$ cat src/rtl/inc_pkg.sv
package inc_pkg;
  localparam int NUM_SRC   = 5;
  localparam int NUM_LVL   = 3;
  localparam int IDX_W     = 3;
  localparam int LVL_W     = 2;
  localparam int RANK_W    = 2;
  localparam int VEC_W     = 16;
  localparam int DATA_W    = 8;
  localparam int GLB_BIT   = 7;
  localparam logic [IDX_W-1:0] PF_IDX = 3'd6;

  typedef enum logic [LVL_W-1:0] {
    LVL_LOW  = 2'd0,
    LVL_HIGH = 2'd1,
    LVL_PF   = 2'd2
  } lvl_e;

  // vector = index * 8 + 3
  function automatic logic [VEC_W-1:0] src_vector(input logic [IDX_W-1:0] idx);
    logic [VEC_W-1:0] v;
    v = '0;
    v[IDX_W+2:3] = idx;
    v[2:0] = 3'b011;
    return v;
  endfunction
endpackage

$ cat src/rtl/inc_regfile.sv
module inc_regfile
  import inc_pkg::*;
#(
  parameter int N_SRC = NUM_SRC,
  parameter int DW    = DATA_W,
  parameter int GBIT  = GLB_BIT
) (
  input  logic          clk,
  input  logic          rst_n,
  input  logic          wr_en,
  input  logic          sel,
  input  logic [DW-1:0] wr_data,
  output logic [DW-1:0] rd_data,
  output logic [N_SRC-1:0] src_en,
  output logic          glb_en,
  output logic [N_SRC-1:0] src_hi
);
  logic [N_SRC-1:0] en_q, en_d, pr_q, pr_d;
  logic             gen_q, gen_d;
  logic             en_ce, pr_ce;

  assign en_ce = wr_en & ~sel;
  assign pr_ce = wr_en &  sel;

  always_comb begin
    en_d  = en_q;
    gen_d = gen_q;
    pr_d  = pr_q;
    if (en_ce) begin
      en_d  = wr_data[N_SRC-1:0];
      gen_d = wr_data[GBIT];
    end
    if (pr_ce) pr_d = wr_data[N_SRC-1:0];
  end

  always_ff @(posedge clk or negedge rst_n) begin
    if (!rst_n) begin
      en_q  <= '0;
      gen_q <= 1'b0;
      pr_q  <= '0;
    end else begin
      en_q  <= en_d;
      gen_q <= gen_d;
      pr_q  <= pr_d;
    end
  end

  always_comb begin
    rd_data = '0;
    if (sel) begin
      rd_data[N_SRC-1:0] = pr_q;
    end else begin
      rd_data[N_SRC-1:0] = en_q;
      rd_data[GBIT]      = gen_q;
    end
  end

  assign src_en = en_q;
  assign glb_en = gen_q;
  assign src_hi = pr_q;


  enable_write_chk: assert property (@(posedge clk) disable iff (!rst_n)
    (wr_en && !sel) |=> (glb_en == $past(wr_data[GBIT])) && (src_en == $past(wr_data[N_SRC-1:0])));
endmodule

$ cat src/rtl/inc_arbiter.sv
module inc_arbiter
  import inc_pkg::*;
#(
  parameter int N_SRC = NUM_SRC
) (
  input  logic [N_SRC-1:0] pend,
  input  logic [N_SRC-1:0] hi,
  input  logic             pf_pend,
  output logic             cand_vld,
  output lvl_e             cand_lvl,
  output logic [IDX_W-1:0] cand_idx
);
  logic any_hi;
  logic [IDX_W-1:0] win;

  assign any_hi = |(pend & hi);

  // scan from the last source down so the lowest index wins
  always_comb begin
    win = '0;
    for (int i = N_SRC-1; i >= 0; i--) begin
      if (pend[i] && (hi[i] == any_hi)) win = IDX_W'(i);
    end
  end

  always_comb begin
    if (pf_pend) begin
      cand_vld = 1'b1;
      cand_lvl = LVL_PF;
      cand_idx = PF_IDX;
    end else begin
      cand_vld = |pend;
      cand_lvl = any_hi ? LVL_HIGH : LVL_LOW;
      cand_idx = win;
    end
  end
endmodule

$ cat src/rtl/inc_service_stack.sv
module inc_service_stack
  import inc_pkg::*;
#(
  parameter int N_LVL = NUM_LVL,
  parameter int RW    = RANK_W
) (
  input  logic             clk,
  input  logic             rst_n,
  input  logic             push,
  input  logic [LVL_W-1:0] push_lvl,
  input  logic             pop,
  output logic [N_LVL-1:0] act,
  output logic [RW-1:0]    top_rank
);
  logic [N_LVL-1:0] act_q, act_d, popped;
  logic             act_ce;

  always_comb begin
    popped = act_q;
    if (pop) begin
      for (int i = 0; i < N_LVL; i++) begin
        if (act_q[i] && ((act_q >> (i+1)) == '0)) popped[i] = 1'b0;
      end
    end
  end

  assign act_ce = push | pop;

  always_comb begin
    act_d = act_q;
    if (act_ce) begin
      act_d = popped;
      for (int i = 0; i < N_LVL; i++) begin
        if (push && (push_lvl == LVL_W'(i))) act_d[i] = 1'b1;
      end
    end
  end

  always_ff @(posedge clk or negedge rst_n) begin
    if (!rst_n) act_q <= '0;
    else        act_q <= act_d;
  end

  always_comb begin
    top_rank = '0;
    for (int i = 0; i < N_LVL; i++) begin
      if (act_q[i]) top_rank = RW'(i+1);
    end
  end

  assign act = act_q;


  push_sets_chk: assert property (@(posedge clk) disable iff (!rst_n)
    push |=> act[$past(push_lvl)]);

  pop_removes_one_chk: assert property (@(posedge clk) disable iff (!rst_n)
    (pop && !push && act != '0) |=> ($countones(act) + 1 == $countones($past(act))));

  pop_empty_chk: assert property (@(posedge clk) disable iff (!rst_n)
    (pop && !push && act == '0) |=> (act == '0));
endmodule

$ cat src/rtl/intr_nest_ctrl.sv
module intr_nest_ctrl
  import inc_pkg::*;
(
  input  logic              clk,
  input  logic              rst_n,
  input  logic              reg_we,
  input  logic              reg_sel,
  input  logic [DATA_W-1:0] reg_wdata,
  output logic [DATA_W-1:0] reg_rdata,
  input  logic              pf_warn,
  input  logic              pf_en,
  input  logic              ext0_flag,
  input  logic              tmr0_flag,
  input  logic              ext1_flag,
  input  logic              tmr1_flag,
  input  logic              ser_tx_flag,
  input  logic              ser_rx_flag,
  output logic              irq_req,
  output logic [VEC_W-1:0]  irq_vec,
  input  logic              irq_ack,
  input  logic              irq_ret
);
  logic [NUM_SRC-1:0] src_en, src_hi, raw, pend;
  logic               glb_en, pf_pend;
  logic               cand_vld;
  lvl_e               cand_lvl;
  logic [IDX_W-1:0]   cand_idx;
  logic [RANK_W-1:0]  cand_rank, top_rank, req_rank;
  logic [NUM_LVL-1:0] act;

  logic               req_q, req_d;
  logic [VEC_W-1:0]   vec_q, vec_d;
  lvl_e               lvl_q, lvl_d;
  logic               fire, take;

  inc_regfile i_regs (
    .clk(clk), .rst_n(rst_n), .wr_en(reg_we), .sel(reg_sel),
    .wr_data(reg_wdata), .rd_data(reg_rdata),
    .src_en(src_en), .glb_en(glb_en), .src_hi(src_hi)
  );

  assign raw     = {ser_tx_flag | ser_rx_flag, tmr1_flag, ext1_flag, tmr0_flag, ext0_flag};
  assign pend    = raw & src_en & {NUM_SRC{glb_en}};
  assign pf_pend = pf_warn & pf_en;

  inc_arbiter i_arb (
    .pend(pend), .hi(src_hi), .pf_pend(pf_pend),
    .cand_vld(cand_vld), .cand_lvl(cand_lvl), .cand_idx(cand_idx)
  );

  assign cand_rank = RANK_W'(cand_lvl) + RANK_W'(1);
  assign fire = !req_q && cand_vld && (cand_rank > top_rank);
  assign take = req_q && irq_ack;

  inc_service_stack i_stack (
    .clk(clk), .rst_n(rst_n), .push(take), .push_lvl(lvl_q),
    .pop(irq_ret), .act(act), .top_rank(top_rank)
  );

  always_comb begin
    req_d = req_q;
    vec_d = vec_q;
    lvl_d = lvl_q;
    if (fire) begin
      req_d = 1'b1;
      vec_d = src_vector(cand_idx);
      lvl_d = cand_lvl;
    end else if (take) begin
      req_d = 1'b0;
    end
  end

  always_ff @(posedge clk or negedge rst_n) begin
    if (!rst_n) begin
      req_q <= 1'b0;
      vec_q <= '0;
      lvl_q <= LVL_LOW;
    end else begin
      req_q <= req_d;
      vec_q <= vec_d;
      lvl_q <= lvl_d;
    end
  end

  assign irq_req  = req_q;
  assign irq_vec  = vec_q;
  assign req_rank = RANK_W'(lvl_q) + RANK_W'(1);


  hold_stable_chk: assert property (@(posedge clk) disable iff (!rst_n)
    (irq_req && !irq_ack) |=> (irq_req && $stable(irq_vec)));

  ack_drop_chk: assert property (@(posedge clk) disable iff (!rst_n)
    (irq_req && irq_ack) |=> !irq_req);

  preempt_level_chk: assert property (@(posedge clk) disable iff (!rst_n)
    $rose(irq_req) |-> (req_rank > top_rank));

  global_gate_chk: assert property (@(posedge clk) disable iff (!rst_n)
    ($rose(irq_req) && !$past(glb_en)) |-> (irq_vec == src_vector(PF_IDX)));
endmodule

$ cat config.mk
export PLATFORM = sky130hd
export DESIGN_NAME = intr_nest_ctrl
export DESIGN_NICKNAME = d
export VERILOG_FILES = /design/src/rtl/inc_pkg.sv /design/src/rtl/inc_regfile.sv /design/src/rtl/inc_arbiter.sv /design/src/rtl/inc_service_stack.sv /design/src/rtl/intr_nest_ctrl.sv
export SDC_FILE = /design/constraint.sdc
export NUM_CORES = 1
export LEC_CHECK = 0
export BUFFER_PORTS_ARGS = -buffer_cell sky130_fd_sc_hd__buf_4
export CORE_MARGIN = 2
export CORE_UTILIZATION = 49
export CTS_BUF_LIST = sky130_fd_sc_hd__clkbuf_16
export CTS_CLUSTER_SIZE = 30
export DETAILED_ROUTE_END_ITERATION = 8
export PLACE_DENSITY = 0.78
export SYNTH_ARGS = -nofsm -noshare
export SYNTH_HDL_FRONTEND = slang
export SYNTH_HIERARCHICAL = 1
export SYNTH_SLANG_ARGS = --single-unit
$ cat constraint.sdc
create_clock -name clk -period 3.5 [get_ports clk]
set_clock_uncertainty 0.15 [all_clocks]
set_input_delay 0.7 -clock clk [delete_from_list [all_inputs] [get_ports clk]]
set_output_delay 0.7 -clock clk [all_outputs]
set_load 0.01 [all_outputs]
# [Word-level counts from Yosys, hierarchy flattened]
# Index checks and enable logic that the tools add are counted.
[word_totals] reg_bits=22 input_bits=22 output_inout_bits=25 elab_cells=77
[classes] addsub=1 n_lt_le_gt_ge=1 n_eq_ne=7 mux=22 bitwise_logic=9 reduce_logical=28
[ops] operator="$mux 3" count=7
[ops] operator="$and 5x5->5" count=3
[ops] operator="$logic_and 1x1->1" count=13
[ops] operator="$reduce_bool 2->1" count=6
[ops] operator="$mux 1" count=11
[ops] operator="$reduce_or 5->1" count=2
[ops] operator="$logic_not 3->1" count=2
[ops] operator="$mux 2" count=3
[ops] operator="$reduce_and 3->1" count=2
[ops] operator="$eq 1x1->1" count=5
[ops] operator="$mux 5" count=1
[ops] operator="$and 1x1->1" count=3
[ops] operator="$add 2x1->2 const B" count=1
[ops] operator="$eq 2x1->1 const B" count=1
[ops] operator="$eq 2x2->1 const B" count=1
[ops] operator="$gt 2x2->1" count=1
[ops] operator="$logic_not 2->1" count=1
[ops] operator="$or 1x1->1" count=2
[ops] operator="$reduce_and 2->1" count=1
[ops] operator="$logic_not 1->1" count=1
[ops] operator="$not 1->1" count=1

# [Logic depth before layout (Yosys ltp)]
[logic_depth] depth_word=13 mapped_depth=9 mapped_depth_nobuf=9

# [Hierarchy]
# The synthesis kept the hierarchy.
[modules_own_cells] mod="inc_regfile" instances=1 cells_each=35 area_per_inst_um2=540.5 seq_area_each_um2=275.3
[modules_own_cells] mod="intr_nest_ctrl" instances=1 cells_each=42 area_per_inst_um2=469.2 seq_area_each_um2=175.2
[modules_own_cells] mod="inc_arbiter" instances=1 cells_each=25 area_per_inst_um2=160.2 seq_area_each_um2=0.0
[modules_own_cells] mod="inc_service_stack" instances=1 cells_each=14 area_per_inst_um2=150.1 seq_area_each_um2=75.1

# [Worst setup path before layout]
# No wires, ideal clock.
[synth_timing] kind="input to register" startpoint="in tmr0_flag" endpoint="reg vec_q[3] (netlist: irq_vec[3])" setup_time_ps=125 arrival_ps=2730 required_time_ps=3225 slack_ps=496 path_stages=9 n_path_buf=0 path_cell_list="and3_1 > a22o_2 > a211oi_1 > nor2_1 > xor2_1 > ha_1 > nor2b_4 > o2111ai_4 > mux2_2"
[synth_between] elab_cells_between_ends=25 cone_classes="add/sub: 1; order compare: 1; eq/ne: 4; mux: 8; bitwise: 3; reduce/logical: 8"
[synth_lines] item="start: declaration" line="intr_nest_ctrl.sv:13" text="input logic tmr0_flag,"
[synth_lines] item="$and 5x5->5 (2 in a row)" line="intr_nest_ctrl.sv:43" text="assign pend = raw & src_en & {NUM_SRC{glb_en}};"
[synth_lines] item="$and 5x5->5" line="inc_arbiter.sv:16" text="assign any_hi = |(pend & hi);"
[synth_lines] item="$reduce_or 5->1" line="inc_arbiter.sv:16"
[synth_lines] item="$mux 1" line="inc_arbiter.sv:33" text="cand_lvl = any_hi ? LVL_HIGH : LVL_LOW;"
[synth_lines] item="$mux 2" line="inc_arbiter.sv:27" text="if (pf_pend) begin"
[synth_lines] item="via cand_lvl[0]" line="intr_nest_ctrl.sv:26" text="lvl_e cand_lvl;"
[synth_lines] item="$add 2x1->2" line="intr_nest_ctrl.sv:51" text="assign cand_rank = RANK_W'(cand_lvl) + RANK_W'(1);"
[synth_lines] item="$gt 2x2->1" line="intr_nest_ctrl.sv:52" text="assign fire = !req_q && cand_vld && (cand_rank > top_rank);"
[synth_lines] item="$logic_and 1x1->1" line="intr_nest_ctrl.sv:52"
[synth_lines] item="end signal: assignment" line="intr_nest_ctrl.sv:80" text="vec_q <= vec_d;"
[synth_lines] item="end: declaration" line="intr_nest_ctrl.sv:32" text="logic [VEC_W-1:0] vec_q, vec_d;"
# The timed path passes the listed nets, and every way through them passes these cells.
# A chain may end at the register's enable or synchronous reset.

# [Worst setup path after layout]
[layout_timing] startpoint="in tmr0_flag" endpoint="reg vec_q[5] (netlist: irq_vec[5])"
[layout_between] elab_cells_between_ends=28 cone_classes="add/sub: 1; order compare: 1; eq/ne: 5; mux: 9; bitwise: 3; reduce/logical: 9"
[layout_lines] item="$and 5x5->5 (2 in a row)" line="intr_nest_ctrl.sv:43"
[layout_lines] item="via pend[1]" line="intr_nest_ctrl.sv:23" text="logic [NUM_SRC-1:0] src_en, src_hi, raw, pend;"
[layout_lines] item="$and 5x5->5" line="inc_arbiter.sv:16"
[layout_lines] item="$reduce_or 5->1" line="inc_arbiter.sv:16"
[layout_lines] item="$mux 1" line="inc_arbiter.sv:33"
[layout_lines] item="$mux 2" line="inc_arbiter.sv:27"
[layout_lines] item="via cand_lvl[0]" line="intr_nest_ctrl.sv:26"
[layout_lines] item="$add 2x1->2" line="intr_nest_ctrl.sv:51"
[layout_lines] item="$gt 2x2->1" line="intr_nest_ctrl.sv:52"
[layout_lines] item="$logic_and 1x1->1" line="intr_nest_ctrl.sv:52"
# The timed path passes the listed nets, and every way through them passes these cells.

==> key figures <==
Outcome
  • Outcome: completed

Yosys
  • Sequential area share after synthesis: 0.398
  • Cell variety after synth: 39
  • Async set-reset flop share out of synthesis: 1.00
  • Cell area after synthesis: 0.00132 mm²
  • Yosys top cell by area: dfrtp_1
  • Syn Area/Cell: 11.4 µm²
  • Post-synth top area share: 0.398
  • Top_reg_cell synth: dfrtp_1
  • Mapped Cells: 116
  • Post-synth EDFFs: 0
  • Most common cell in the synthesized netlist: dfrtp_1
  • Top cells by area, synth: dfrtp_1, mux2_2, buf_4
  • Yosys reg bits: 21
  • Top cells by instance count after synthesis: dfrtp_1, buf_4, mux2_2
  • Syn. warnings: 6

Placement
  • Dpl ws: 0.180 ns
  • Post-placement cell area: 0.00150 mm²
  • Routability Congestion: 0.832
  • Hpwl dp: 1920 µm
  • Cells after DPL: 171
  • PortBufs: 31

Clock tree
  • Clock Tree Buf Depth: 2
  • Clock tree sinks: 21
  • Hold-fix buffers, CTS: 0
  • Skew-Pair Late Insertion Delay: 0.25 ns
  • H-tree depth: 1
  • CTS tree: built
  • Root Buffer: clkbuf_16
  • # Post-CTS Setup Buffers: 0
  • Clock transition at path regs: 0.05 ns
  • Cts repair resizes: 0
  • TritonCTS buffer count: 3

Setup path
  • CP startpoint: tmr0_flag
  • Worst setup path endpoint: irq_vec[5]
  • Worst setup EP type: register
  • Crit-path slowest cell: mux2_2
  • Required time worst endpoint: 3.49 ns
  • Delay-heaviest family, CP: compound AO/OA/AOI/OAI gates
  • Crit Reg-Reg Endpoint: irq_vec[5]
  • Critical Path Stages: 10
  • WS Path Type: in2reg
  • Crit Path Max Fanout: 7
  • Max incr delay on CP: 0.37 ns
  • Crit path DAT: 3.03 ns
  • Worst setup SP type: primary input
  • R2R setup slack: 0.56 ns
  • Worst R2R Path Depth: 9
  • CP bufs+invs: 1
  • Reg-to-reg startpoint: i_regs/glb_en
  • Critical Path, Cell by Cell: buf_4, and3_1, a22o_2, a211oi_1, nor2_1, xor2_1, ha_1, nor2b_4, o2111ai_4, mux2_2

Routing
  • # DRC: 0
  • Post-route ant nets: 0
  • DR iter-0 viols: 16
  • Routed wire length: 2460 µm
  • DR WL/cell: 14.0 µm
  • DR pass1 iterations: 4
  • Overall via count from detail_route: 947
  • Vias per cell: 5.41

Timing
  • Crit path time final: 3.04 ns
  • Max-slew violations: 0
  • Setup slack after layout: 0.461 ns
  • RSZ-0062 raised after global routing: no
  • Crit share post-route: 0.868
  • Worst hold slack: 0.172 ns
  • Setup Viol. Count Final: 0
  • Final Hold Vio Count: 0
  • Highest clock rate: 329 MHz
  • Fin Setup TNS: 0 ns

Final layout
  • Share of layout cells above drive strength 1: 0.421
  • Area grow syn2layout: 19.3%
  • Footprint of the multi-input gates: 667 µm²
  • Finished Cell Area: 0.00158 mm²
  • ANT cells: 0
  • FF+latch area: 526 µm²
  • Nets: 170
  • Fillers: 217
  • Non-Filler Instances: 175
  • Final cell utilization of the core: 0.625

Die
  • Chip width: 55.9 µm
  • Core area: 0.00252 mm²
  • DIE HEIGHT: 55.9 µm
  • Initial Util: 0.523
  • Die area: 0.00312 mm²
  • I/O Pins: 47
  • Row Count: 18

GRT
  • Initial antenna violation count: 0
  • GRT Overall Usage: 0.174
  • Vias in the first global route: 923
  • Global-route wire length before repair: 4250 µm
  • Largest net degree at the start of global routing: 22
  • Total congestion overflow: 0

Pwr
  • Max VDD drop: 0.000385 V
  • Total power: 0.943 mW
  • Leakage power: 0.777 nW
  • PD cells: 599 mW/mm²

Flow run
  • Max-cap violations: 0

Worst hold path
  • Hold crit path type: in2async
-- sequential cells by signal, indices dropped and copies added, names as in the netlist --
name           count
i_regs/src_en      5
i_regs/src_hi      5
irq_vec            4
i_stack/act        3
lvl_q              2
i_regs/glb_en      1
irq_req            1
-- power by group --
| part | internal, mW | switching, mW |
|---|---|---|
| sequential | 0.304 | 0.0468 |
| combinational | 0.200 | 0.158 |
| clock | 0.152 | 0.0828 |
| total | 0.656 | 0.287 |
-- placed cells by master (no fill, tap or decap), types with 2 or more instances in the layout --
master,synthesis,routed
dfrtp_1,21,21
o21ai_0,2,2
mux2_2,15,15
a32o_1,3,3
clkbuf_16,0,3
nor2b_1,2,2
conb_1,2,13
mux2_4,6,6
and3_1,4,4
and2_1,2,2
inv_1,9,10
ha_1,2,2
nor2_1,3,3
buf_4,15,31
nand2b_1,2,2
nand2_1,3,3
-- worst min-delay path by stage --
stage | from | cells past startpoint | slack [ns] | endpoint
3_3_place_gp | irq_vec[1] | 1 | 0.32 | irq_vec[1]
5_1_grt | rst_n | 1 | 0.20 | lvl_q[1]
2_1_floorplan | rst_n | 0 | 0.25 | i_regs/glb_en
4_1_cts | rst_n | 1 | 0.18 | i_stack/act[1]
6_report | rst_n | 1 | 0.17 | i_stack/act[1]
3_5_place_dp | irq_vec[1] | 1 | 0.33 | irq_vec[1]
-- cell families after synthesis --
group                      synth area share
AOI/OAI and AO/OA                     0.140
xor gates and xnor gates            0.00664
adders and majority gates            0.0190
buffers and inverters                 0.128
DFF                                   0.398
muxes                                 0.196
other                               0.00569
and+or+nand+nor                       0.106
-- metal layers --
metal,part of all wire,vias to the layer above,wire length (µm),GRT usage
li1,-,446,-,-
met3,0.068,5,168,0.0349
met5,0,-,0,0
met2,0.51,39,1240,0.303
met4,0.017,0,41,0.0714
met1,0.41,457,1000,0.211
-- final cells by class --
| cell class | count | share of cell area |
|---|---|---|
| Clock inverter | 1 | 0.00238 |
| Inverter | 9 | 0.0214 |
| Tap cell | 30 | 0.0238 |
| Multi-Input combinational cell | 80 | 0.423 |
| Timing Repair Buffer | 31 | 0.148 |
| Clock buffer | 3 | 0.0477 |
| Sequential cell | 21 | 0.334 |
Note: power is estimated with default switching activity, not from simulation.
